`src/rtl/rxto_pkg.sv`:
```
package rxto_pkg;

    typedef enum logic [2:0] {
        ST_IDLE,
        ST_RUN,
        ST_ARMED,
        ST_HALT,
        ST_LOADED,
        ST_COUNT,
        ST_EXPIRED
    } tmr_state_e;

    localparam logic [3:0] OP_START  = 4'h8;
    localparam logic [3:0] OP_STOP   = 4'h9;
    localparam logic [3:0] OP_TO_ON  = 4'hA;
    localparam logic [3:0] OP_TO_OFF = 4'hC;

    typedef struct packed {
        logic to_on;
        logic to_off;
        logic start;
        logic stop;
    } cmd_t;

endpackage

```
`src/rtl/rxto_cmd_decode.sv`:
```
module rxto_cmd_decode
    import rxto_pkg::*;
#(
    parameter int CMD_W = 8
) (
    input  logic             cmd_we,
    input  logic [CMD_W-1:0] cmd_data,
    output cmd_t             cmd
);
    localparam int OP_MSB = CMD_W - 1;

    logic [3:0] opcode;

    always_comb begin
        opcode       = cmd_data[OP_MSB -: 4];
        cmd.to_on    = cmd_we && (opcode == OP_TO_ON);
        cmd.to_off   = cmd_we && (opcode == OP_TO_OFF);
        cmd.start    = cmd_we && (opcode == OP_START);
        cmd.stop     = cmd_we && (opcode == OP_STOP);
    end
endmodule

```
`src/rtl/rxto_preset_regs.sv`:
```
module rxto_preset_regs #(
    parameter int PRESET_W = 8,
    parameter int NUM_SEG  = 2
) (
    input  logic                         clk,
    input  logic                         rst_n,
    input  logic [NUM_SEG-1:0]           seg_we,
    input  logic [PRESET_W-1:0]          wdata,
    output logic [NUM_SEG*PRESET_W-1:0]  reload_val
);
    logic [PRESET_W-1:0] seg_q [NUM_SEG];

    for (genvar g = 0; g < NUM_SEG; g++) begin : g_seg
        always_ff @(posedge clk or negedge rst_n) begin
            if (!rst_n) begin
                seg_q[g] <= '0;
            end else if (seg_we[g]) begin
                seg_q[g] <= wdata;
            end
        end
        assign reload_val[g*PRESET_W +: PRESET_W] = seg_q[g];
    end
endmodule

```
`src/rtl/rxto_fsm.sv`:
```
module rxto_fsm
    import rxto_pkg::*;
#(
    parameter int CNT_W = 16
) (
    input  logic             clk,
    input  logic             rst_n,
    input  cmd_t             cmd,
    input  logic             char_xfer,
    input  logic             cnt_tick,
    input  logic [CNT_W-1:0] reload_val,
    output logic [CNT_W-1:0] count,
    output logic             ready,
    output logic             to_mode,
    output tmr_state_e       state
);
    localparam logic [CNT_W-1:0] ONE = CNT_W'(1);

    tmr_state_e       state_n;
    logic [CNT_W-1:0] count_n;
    logic             ready_n;
    logic             terminal;

    // state register
    always_ff @(posedge clk or negedge rst_n) begin
        if (!rst_n) begin
            state <= ST_IDLE;
            count <= '0;
            ready <= 1'b0;
        end else begin
            state <= state_n;
            count <= count_n;
            ready <= ready_n;
        end
    end

    // next state
    always_comb begin
        state_n  = state;
        count_n  = count;
        ready_n  = ready;
        terminal = (count <= ONE);
        if (cmd.to_on) begin
            state_n = ST_ARMED;
            ready_n = 1'b0;
        end else if (cmd.to_off) begin
            state_n = ST_IDLE;
            ready_n = 1'b0;
        end else begin
            unique case (state)
                ST_IDLE: begin
                    if (cmd.start) begin
                        state_n = ST_RUN;
                        count_n = reload_val;
                        ready_n = 1'b0;
                    end else if (cmd.stop) begin
                        ready_n = 1'b0;
                    end
                end
                ST_RUN: begin
                    if (cmd.start) begin
                        count_n = reload_val;
                        ready_n = 1'b0;
                    end else if (cmd.stop) begin
                        state_n = ST_IDLE;
                        ready_n = 1'b0;
                    end else if (cnt_tick) begin
                        if (terminal) begin
                            count_n = '0;
                            ready_n = 1'b1;
                            state_n = ST_IDLE;
                        end else begin
                            count_n = count - ONE;
                        end
                    end
                end
                ST_ARMED, ST_EXPIRED: begin
                    if (char_xfer) begin
                        state_n = ST_HALT;
                    end
                end
                ST_HALT: begin
                    if (char_xfer) begin
                        state_n = ST_HALT;
                    end else if (cnt_tick) begin
                        count_n = reload_val;
                        state_n = ST_LOADED;
                    end
                end
                ST_LOADED: begin
                    if (char_xfer) begin
                        state_n = ST_HALT;
                    end else if (cnt_tick) begin
                        state_n = ST_COUNT;
                    end
                end
                ST_COUNT: begin
                    if (char_xfer) begin
                        state_n = ST_HALT;
                    end else if (cnt_tick) begin
                        if (terminal) begin
                            count_n = '0;
                            ready_n = 1'b1;
                            state_n = ST_EXPIRED;
                        end else begin
                            count_n = count - ONE;
                        end
                    end
                end
                default: begin
                    state_n = ST_IDLE;
                end
            endcase
        end
    end

    // outputs
    always_comb begin
        unique case (state)
            ST_ARMED, ST_HALT, ST_LOADED, ST_COUNT, ST_EXPIRED: to_mode = 1'b1;
            default:                                            to_mode = 1'b0;
        endcase
    end
endmodule

```
`src/rtl/rx_idle_timeout.sv`:
```
module rx_idle_timeout
    import rxto_pkg::*;
#(
    parameter int PRESET_W = 8,
    parameter int CMD_W    = 8
) (
    input  logic                  clk,
    input  logic                  rst_n,
    input  logic                  cmd_we,
    input  logic [CMD_W-1:0]      cmd_data,
    input  logic                  preset_hi_we,
    input  logic                  preset_lo_we,
    input  logic [PRESET_W-1:0]   preset_data,
    input  logic                  char_xfer,
    input  logic                  cnt_tick,
    input  logic                  ready_mask,
    output logic [2*PRESET_W-1:0] count,
    output logic                  timeout_mode,
    output logic                  counter_ready,
    output logic                  irq
);
    localparam int NUM_SEG = 2;
    localparam int CNT_W   = NUM_SEG * PRESET_W;

    cmd_t             cmd;
    logic [CNT_W-1:0] reload_val;
    tmr_state_e       fsm_state;

    rxto_cmd_decode #(.CMD_W(CMD_W)) u_dec (
        .cmd_we   (cmd_we),
        .cmd_data (cmd_data),
        .cmd      (cmd)
    );

    rxto_preset_regs #(.PRESET_W(PRESET_W), .NUM_SEG(NUM_SEG)) u_preset (
        .clk        (clk),
        .rst_n      (rst_n),
        .seg_we     ({preset_hi_we, preset_lo_we}),
        .wdata      (preset_data),
        .reload_val (reload_val)
    );

    rxto_fsm #(.CNT_W(CNT_W)) u_fsm (
        .clk        (clk),
        .rst_n      (rst_n),
        .cmd        (cmd),
        .char_xfer  (char_xfer),
        .cnt_tick   (cnt_tick),
        .reload_val (reload_val),
        .count      (count),
        .ready      (counter_ready),
        .to_mode    (timeout_mode),
        .state      (fsm_state)
    );

    assign irq = counter_ready & ready_mask;
endmodule

```
`config.mk`:
```
export PLATFORM = sky130hd
export DESIGN_NAME = rx_idle_timeout
export DESIGN_NICKNAME = d
export VERILOG_FILES = /design/src/rtl/rxto_pkg.sv /design/src/rtl/rxto_cmd_decode.sv /design/src/rtl/rxto_preset_regs.sv /design/src/rtl/rxto_fsm.sv /design/src/rtl/rx_idle_timeout.sv
export SDC_FILE = /design/constraint.sdc
export NUM_CORES = 1
export LEC_CHECK = 0
export BUFFER_PORTS_ARGS = -buffer_cell sky130_fd_sc_hd__buf_2
export CAP_MARGIN = 15
export CORE_MARGIN = 2
export CORE_UTILIZATION = 30
export CTS_BUF_LIST = sky130_fd_sc_hd__clkbuf_2 sky130_fd_sc_hd__clkbuf_4 sky130_fd_sc_hd__clkbuf_8
export DETAILED_ROUTE_END_ITERATION = 12
export MAX_ROUTING_LAYER = met4
export SLEW_MARGIN = 40
export SYNTH_ARGS = -nofsm -noshare
export SYNTH_HDL_FRONTEND = slang
export SYNTH_SLANG_ARGS = --single-unit
```
`constraint.sdc`:
```
create_clock -name clk -period 2.3 [get_ports clk]
set_input_delay 0.46 -clock clk [delete_from_list [all_inputs] [get_ports clk]]
set_output_delay 0.46 -clock clk [all_outputs]
set_load 0.05 [all_outputs]
```
==> flow_summary.json, run 1 <==
{
  "post_cts_buffers": 0,
  "grt_max_degree": 37,
  "grt_usage_pct": 14.3,
  "p_per_area_mw_per_mm2": 1530,
  "netlist_area_mm2": 0.00226,
  "switching_share_pct": 50.7,
  "leakagePower_nw": 1.14,
  "grt_pass1_vias": 1872,
  "via_count": 1956,
  "clockPowerShare_pct": 13.6,
  "setup_viol": 0,
  "cp-end-kind": "flip-flop",
  "synth_seq_area_share_pct": 39.9,
  "cts-resized-gates": 0,
  "slew_viol_final": 0,
  "p_comb_share_pct": 59.2,
  "routed_wirelength_um": 5610,
  "fin_nets": 297,
  "power_mw": 4.12,
  "drcViolationCount": 0,
  "viasPerCell": 5.27,
  "synth-async-reset-ratio_pct": 100,
  "top_level_ports": 43,
  "seq_power_share_pct": 27.3,
  "grt.overflow.total": 0,
  "worst_ep_required_time_ns": 2.51,
  "worst-r2r-cell-count": 8,
  "tightest_slew_ns": 0.522,
  "yosys.area.top_type": "dfrtp_1",
  "max-slew-margin-rel_pct": 65.2,
  "p_int_mw": 2.03,
  "antenna_left": 0,
  "port_buffers": 38,
  "fin_crit_sh_pct": 88.5,
  "drive_above_1_share_pct": 30.9,
  "postSynthAreaPerCell_um2": 9.73,
  "worst_r2r_endpoint": "u_fsm.count[14]",
  "path_clk_slew_ns": 0.08,
  "cts_tree": "yes",
  "cts.path.max_buffers": 2,
  "cts_hold_buf": 0,
  "ys_ff_latch": 36,
  "grtUsageMet1_pct": 19.9,
  "crit_fanout": 5,
  "synth_edf_count": 0,
  "min_path_type": "in2async",
  "yosysWarningCount": 0,
  "rsz0062_at_grt": "no",
  "cp.arrival_ns": 2.25,
  "drt_iter0_markers": 167,
  "synth_flop_cell": "dfrtp_1",
  "fin_worst_skew_ns": 0.00470,
  "power.switching_mw": 2.09,
  "cp-startpoint": "u_fsm.count[1]",
  "reg2reg_from": "u_fsm.count[1]",
  "hold-worst-slack_ns": 0.115,
  "drt_pre_antenna_iters": 4,
  "outcome": "finished, final reports clean",
  "max_freq_mhz": 491,
  "grtUsageMet2_pct": 21.5,
  "maxCapViolCount": 0,
  "ff2ff_setup_slack_ns": 0.26,
  "cts-root-buf": "clkbuf_8",
  "synth_top_area_share_pct": 39.9,
  "die_h_um": 90.8,
  "busiest_layer": "met2",
  "gp_congestion": 0.812,
  "clock_sink_count": 36,
  "peakVddDrop_mv": 0.292,
  "synth_nets": 258,
  "h-tree-depth": 2,
  "area_growth_pct": 19.1,
  "start_util_pct": 31.1,
  "cts_made_buffers": 5,
  "min_period_ns": 2.04,
  "wl_per_cell_um": 15.1,
  "fin_setup_tns_ns": 0,
  "yosysUniqueCellTypes": 54,
  "fp.dieW_um": 90.8,
  "dp.final_hpwl_um": 4040,
  "core_mm2": 0.00725,
  "synthCells": 232,
  "clkLatencyLatePin_ns": 0.28,
  "die-area_mm2": 0.00824,
  "worst_setup_path_start_kind": "flip-flop",
  "endpoint": "u_fsm.count[14]",
  "synth_area_leaders": "dfrtp_1 (40%), mux2_2 (8.0%), o21ai_0 (3.5%)",
  "antenna_found_initial": 0,
  "grt_first_pass_wirelength_um": 9320,
  "gr-usage-met3_pct": 2.00,
  "worstSetupPathType": "reg2reg",
  "diodes": 0,
  "fp-row-count": 31,
  "hold_viol_final": 0
}
==> registers in the layout (all words and copies together) (netlist names) <==
name,count
u_preset.reload_val,16
u_fsm.state,3
u_fsm.count,16
u_fsm.ready,1
==> cell families after synthesis <==
kind of cell / Yosys count / share of synthesized area, %
and+or+nand+nor: 78 / 20.1
adders and majority gates: 2 / 1.11
xor gates and xnor gates: 3 / 1.16
AOI/OAI and AO/OA: 76 / 25.0
muxes: 16 / 7.98
buffers and inverters: 21 / 4.76
DFF: 36 / 39.9
==> worst min-delay path by stage <==
stage                      startpoint                endpoint  slack (ns)  cells past startpoint
6_report                        rst_n          u_fsm.count[2]        0.12                      1
5_1_grt                         rst_n         u_fsm.count[13]        0.16                      1
4_1_cts                         rst_n          u_fsm.count[2]        0.29                      1
3_5_place_dp   u_preset.reload_val[4]  u_preset.reload_val[4]        0.50                      1
3_3_place_gp   u_preset.reload_val[4]  u_preset.reload_val[4]        0.49                      1
2_1_floorplan                   rst_n          u_fsm.count[0]        0.16                      0
==> worst max-delay path, cell delays in order, from the launching register on <==
cell	delay (ns)
dfrtp_1	0.38
inv_1	0.10
ha_1	0.23
nor2_1	0.25
nor4_4	0.09
buf_4	0.17
a21oi_1	0.44
a22oi_1	0.14
o2bb2ai_1	0.17
==> power by group through the flow <==
stage          sequential [mW]  combinational [mW]  clock, mW
6_report                  1.12                2.44      0.560
5_1_grt                   1.16                2.64      0.600
4_1_cts                   1.13                2.44      0.571
3_5_place_dp              1.14                2.43          0
3_3_place_gp              1.13                2.42          0
2_1_floorplan             1.51                1.44          0
==> synth_stat cells (all sizes together) (2+ instances only) <==
cell,n
or3,2
a21oi,9
ha,2
a22oi,8
nor4,9
a32o,2
o21a,2
nor3,13
and3,4
dfrtp,36
clkbuf,3
o2bb2ai,8
o31ai,8
o31a,2
xor2,2
nor2b,2
nand2b,4
buf,12
o21ai,18
o22ai,2
inv,6
and2,2
nand2,17
mux2,16
nor2,16
a22o,7
==> layer usage <==
metal | vias up | wire [um]
met1 | 944 | 2840
met4 | 0 | 29
li1 | 962 | -
met3 | 3 | 192
met2 | 47 | 2550
met5 | - | 0
==> per-stage QoR <==
| stage | instances | area, um2 | util, % | setup WS, ns |
|---|---|---|---|---|
| 3_5_place_dp | 363 | 2580 | 35.5 | 0.198 |
| 3_3_place_gp | 363 | 2580 | 35.5 | 0.243 |
| 5_1_grt | 371 | 2690 | 37.1 | 0.0910 |
| 6_report | 371 | 2690 | 37.1 | 0.265 |
| 2_1_floorplan | 232 | 2260 | - | 0.191 |
| 4_1_cts | 371 | 2690 | 37.1 | 0.266 |
==> layout by cell type, fill, tap and decap left out, types with 4 or more instances in the layout <==
cell type	count
a21oi_1	8
a22o_1	7
a22oi_1	8
and3_1	4
buf_2	37
buf_4	9
clkbuf_8	5
dfrtp_1	36
inv_1	6
mux2_2	16
nand2_1	16
nand2b_1	4
nor2_1	16
nor3_1	13
nor4_1	6
o21ai_0	16
o2bb2ai_1	8
o31ai_1	6
==> layout make-up <==
cell class / count / area, um2
Clock buffer: 5 / 68.8
Tap cell: 99 / 124
Sequential cell: 36 / 901
Multi-Input combinational cell: 175 / 1260
Inverter: 6 / 22.5
Clock inverter: 3 / 42.5
Fill cell: 742 / 4560
Timing Repair Buffer: 47 / 273
Power figures use the tool's default switching activity.
==> run 2: changes to the inputs <==
Settings changed: CORE_ASPECT_RATIO from default to 1.1.
==> run 2 against run 1 <==
Compared with the run above:
- hold slack got worse by 0.0060 ns
- critical path type unchanged
- flip-flop and latch count did not move
- via count rose by 2.5%
- largest power group unchanged
- largest cell class unchanged
- highest routed layer unchanged
==> flow_summary.json, run 2 (synthesis gave the netlist of run 1 again) <==
{
  "cts_hold_buf": 0,
  "fin_setup_tns_ns": 0,
  "fill_cells": 796,
  "rsz0062_at_grt": "no",
  "tightest_slew_ns": 0.575,
  "diodes": 0,
  "grt_first_pass_wirelength_um": 9650,
  "min_path_type": "in2async",
  "max-slew-margin-rel_pct": 61.7,
  "ff2ff_setup_slack_ns": 0.23,
  "via_count": 2004,
  "cp-end-kind": "flip-flop",
  "cts_tree": "yes",
  "critPathMaxStageDelay_ns": 0.42,
  "max_freq_mhz": 484,
  "grt_usage_pct": 15.2,
  "routed_wirelength_um": 5740,
  "maxCapViolCount": 0,
  "fp.dieW_um": 86.7,
  "drcViolationCount": 0,
  "critical_path_buf_inv_count": 1,
  "setup_viol": 0,
  "gp_congestion": 0.808,
  "p_per_area_mw_per_mm2": 1510,
  "cts.path.max_buffers": 2,
  "clkLatencyLatePin_ns": 0.29,
  "clock_sink_count": 36,
  "fp-row-count": 33,
  "crit_fanout": 18,
  "die-area_mm2": 0.00824,
  "critPathTopFamily": "compound AO/OA/AOI/OAI gates",
  "final_cell_area_mm2": 0.00266,
  "port_buffers": 38,
  "viasPerCell": 5.57,
  "cts_made_buffers": 5,
  "grt_pass1_vias": 1949,
  "final_cell_mix": "buf_2 (37), dfrtp_1 (36)",
  "area_growth_pct": 17.9,
  "worst_ep_required_time_ns": 2.49,
  "path_clk_slew_ns": 0.08,
  "fin_crit_sh_pct": 89.8,
  "power_mw": 4.03,
  "slowest_stage": "dfrtp_1",
  "wl_per_cell_um": 15.9,
  "core_mm2": 0.00739,
  "dp.final_hpwl_um": 4160,
  "cts-root-buf": "clkbuf_8",
  "placed_cell_area_mm2": 0.00257,
  "slew_viol_final": 0,
  "worstSetupPathType": "reg2reg",
  "grt_max_degree": 37,
  "cts-resized-gates": 0,
  "multi_input_area_mm2": 0.00126,
  "drt_pre_antenna_iters": 4,
  "final_common_cell": "buf_2",
  "outcome": "finished, final reports clean",
  "min_period_ns": 2.07,
  "peakVddDrop_mv": 0.512,
  "hold_viol_final": 0,
  "antenna_left": 0,
  "h-tree-depth": 2,
  "antenna_found_initial": 0,
  "drt_iter0_markers": 99,
  "post_cts_buffers": 0,
  "fin_worst_skew_ns": 0.00726,
  "fin_nets": 298,
  "start_util_pct": 30.6,
  "cp.arrival_ns": 2.25,
  "top_level_ports": 43,
  "leakagePower_nw": 1.13,
  "regArea_um2": 901,
  "drive_above_1_share_pct": 31.1,
  "grt.overflow.total": 0,
  "die_h_um": 95,
  "worstPathCellList": "inv_1 > ha_1 > nor2_1 > nor4_4 > a31o_4 > o21ai_0 > a22o_1",
  "worst_setup_path_start_kind": "flip-flop"
}
-- run 2: through the flow --
stage                     setup slack [ns]  utilization, %  hold WS, ns  std cells
final                                0.235            36.0        0.109        360
after global routing                0.0437            36.0        0.145        360
after CTS                            0.217            36.0        0.288        360
after detailed placement             0.202            34.8        0.500        352
after global placement               0.233            34.8        0.493        352
after floorplan                      0.191               -        0.164        232
-- run 2: cell type report --
cell class	count	share of cell area (%)
multi-input cells	175	47.3
flip-flops and latches	36	33.8
repair buffers	48	10.5
well taps	87	4.09
clock buffers	5	2.58
clock inverters	3	0.892
inverters	6	0.845
-- run 2: path summary, 6_finish.rpt --
| path | depth (start not counted) | from | endpoint |
|---|---|---|---|
| worst max-delay path | 7 | u_fsm.count[1] | u_fsm.count[3] |
| worst max register to register | 7 | u_fsm.count[1] | u_fsm.count[3] |
| worst min-delay path | 1 | rst_n | u_fsm.count[14] |
| worst min register to register | 1 | u_preset.reload_val[3] | u_preset.reload_val[3] |
| max in group asynchronous | 1 | rst_n | u_preset.reload_val[1] |
| min in group clk | 2 | preset_data[7] | u_preset.reload_val[15] |
-- run 2: worst register-to-register path: stages, from the launching register on --
cell and delay (ns):
dfrtp_1 0.42, inv_1 0.14, ha_1 0.20, nor2_1 0.09, nor4_4 0.39, a31o_4 0.35, o21ai_0 0.13, a22o_1 0.23
-- run 2: layer usage --
| metal | track usage, % | up-vias | part of all wire [%] |
|---|---|---|---|
| met2 | 23.3 | 58 | 46 |
| li1 | - | 960 | - |
| met1 | 20.3 | 975 | 47 |
| met5 | - | - | 0 |
| met4 | 4.82 | 0 | 2.0 |
| met3 | 2.71 | 11 | 4.9 |
-- run 2: where the power goes --
| part | internal (mW) | switching, mW | leakage, nW |
|---|---|---|---|
| registers | 0.830 | 0.306 | 0.438 |
| clock network | 0.214 | 0.242 | 0.0404 |
| logic | 0.883 | 1.55 | 0.649 |
==> run 3: changes to the inputs <==
Settings changed: RECOVER_POWER from default to 50.
==> run 3 against run 2 <==
Compared with the run above:
- wire length is essentially flat
- clock power is essentially flat
- clock skew about the same
- cell area fell by 0.19%
- non-clock buffer count is the same
- sequential power is essentially flat
- maximum frequency barely moved
- register-to-register slack hardly changed
- highest routed layer unchanged
- count of clock-buffer cells in the layout stayed put
==> flow_summary.json, run 3 (synthesis gave the netlist of run 1 again) <==
{
  "cp.arrival_ns": 2.25,
  "fin_setup_tns_ns": 0,
  "top_level_ports": 43,
  "drcViolationCount": 0,
  "dp.cells": 352,
  "drt_iter0_markers": 99,
  "p_per_area_mw_per_mm2": 1510,
  "cts.path.max_buffers": 2,
  "path_clk_slew_ns": 0.08,
  "final_common_cell": "dfrtp_1",
  "fin_nets": 298,
  "min_period_ns": 2.07,
  "crit_fanout": 18,
  "worst_ep_required_time_ns": 2.49,
  "fp-row-count": 33,
  "rsz0062_at_grt": "no",
  "critPathTopFamily": "compound AO/OA/AOI/OAI gates",
  "hold_viol_final": 0,
  "start_util_pct": 30.6,
  "max_freq_mhz": 484,
  "via_count": 2004,
  "wl_per_cell_um": 16.0,
  "cts_hold_buf": 0,
  "port_buffers": 38,
  "setup_viol": 0,
  "gp_congestion": 0.808,
  "slew_viol_final": 0,
  "fin_util_pct": 36.0,
  "cts_tree": "yes",
  "antenna_left": 0,
  "critPathMaxStageDelay_ns": 0.42,
  "tightest_slew_ns": 0.901,
  "grt.overflow.total": 0,
  "outcome": "finished, final reports clean",
  "maxCapViolCount": 0,
  "grt_usage_pct": 15.2,
  "fin_worst_skew_ns": 0.00725,
  "grt_pass1_vias": 1949,
  "drive_above_1_share_pct": 30.4,
  "antenna_found_initial": 0,
  "grt_max_degree": 37,
  "die_h_um": 95,
  "fp.dieW_um": 86.7,
  "routed_wirelength_um": 5750,
  "post_cts_buffers": 0,
  "finalNonFillerCells": 360,
  "final_cell_mix": "dfrtp_1 (36), buf_2 (35)",
  "worst_setup_path_start_kind": "flip-flop",
  "multi_input_area_mm2": 0.00126,
  "cts-root-buf": "clkbuf_8",
  "regArea_um2": 901,
  "core_mm2": 0.00739,
  "dp.final_hpwl_um": 4160,
  "slowest_stage": "dfrtp_1",
  "cts_made_buffers": 5,
  "clock_sink_count": 36,
  "fill_cells": 794,
  "h-tree-depth": 2,
  "viasPerCell": 5.57,
  "critical_path_buf_inv_count": 1,
  "cts-resized-gates": 0,
  "hold-worst-slack_ns": 0.280,
  "peakVddDrop_mv": 0.512,
  "die-area_mm2": 0.00824,
  "max-slew-margin-rel_pct": 39.9,
  "grt_first_pass_wirelength_um": 9650,
  "fin_crit_sh_pct": 89.8,
  "area_growth_pct": 17.7,
  "min_path_type": "in2async",
  "diodes": 0,
  "worstPathCellList": "inv_1 > ha_1 > nor2_1 > nor4_4 > a31o_4 > o21ai_0 > a22o_1",
  "cp-end-kind": "flip-flop",
  "leakagePower_nw": 1.12,
  "clkLatencyLatePin_ns": 0.29,
  "drt_pre_antenna_iters": 4,
  "worstSetupPathType": "reg2reg"
}
==> run 3: cell count changes in the layout (fill, tap and decap cells not counted) <==
cell / delta
clkbuf_2: +1
buf_4: -1
buf_2: -2
clkbuf_1: +2
==> run 3: through the flow <==
step	total power, mW	area (um2)	worst slack [ns]
detailed placement	3.58	2570	0.202
finish	4.03	2660	0.234
global placement	3.55	2570	0.233
floorplan	2.95	2260	0.191
global route	4.35	2660	0.0437
CTS	4.05	2660	0.217
==> run 3: layout make-up <==
| cell class | count | area share [%] |
|---|---|---|
| tap | 87 | 4.09 |
| multi-input combinational | 175 | 47.3 |
| timing repair buffer | 48 | 10.4 |
| clock inverter | 3 | 0.894 |
| clock buffer | 5 | 2.59 |
| sequential | 36 | 33.9 |
| inverter | 6 | 0.847 |
==> run 3: final timing paths <==
kind                       slack (ns)                       to  cells past startpoint                    from
max                              0.23           u_fsm.count[3]                      7          u_fsm.count[1]
min                              0.28          u_fsm.count[14]                      1                   rst_n
max reg2reg                      0.23           u_fsm.count[3]                      7          u_fsm.count[1]
min reg2reg                      0.51   u_preset.reload_val[3]                      1  u_preset.reload_val[3]
max in group asynchronous        1.45   u_preset.reload_val[1]                      1                   rst_n
min in group clk                 0.41  u_preset.reload_val[15]                      2          preset_data[7]
==> run 3: per-layer routing <==
layer / vias to the layer above / global-route usage [%] / share of wire, %
met4: 0 / 4.82 / 2.0
li1: 960 / - / -
met5: - / - / 0
met2: 56 / 23.3 / 46
met1: 977 / 20.3 / 47
met3: 11 / 2.71 / 4.8
==> run 3: worst reg2reg max path, cell delays in order (launching register included) <==
cell	delay, ns
dfrtp_1	0.42
inv_1	0.14
ha_1	0.20
nor2_1	0.09
nor4_4	0.39
a31o_4	0.35
o21ai_0	0.13
a22o_1	0.23
==> run 3: where the power goes <==
part | leakage, nW | internal (mW) | switching (mW)
registers | 0.438 | 0.829 | 0.306
logic | 0.643 | 0.882 | 1.55
clock network | 0.0404 | 0.214 | 0.242
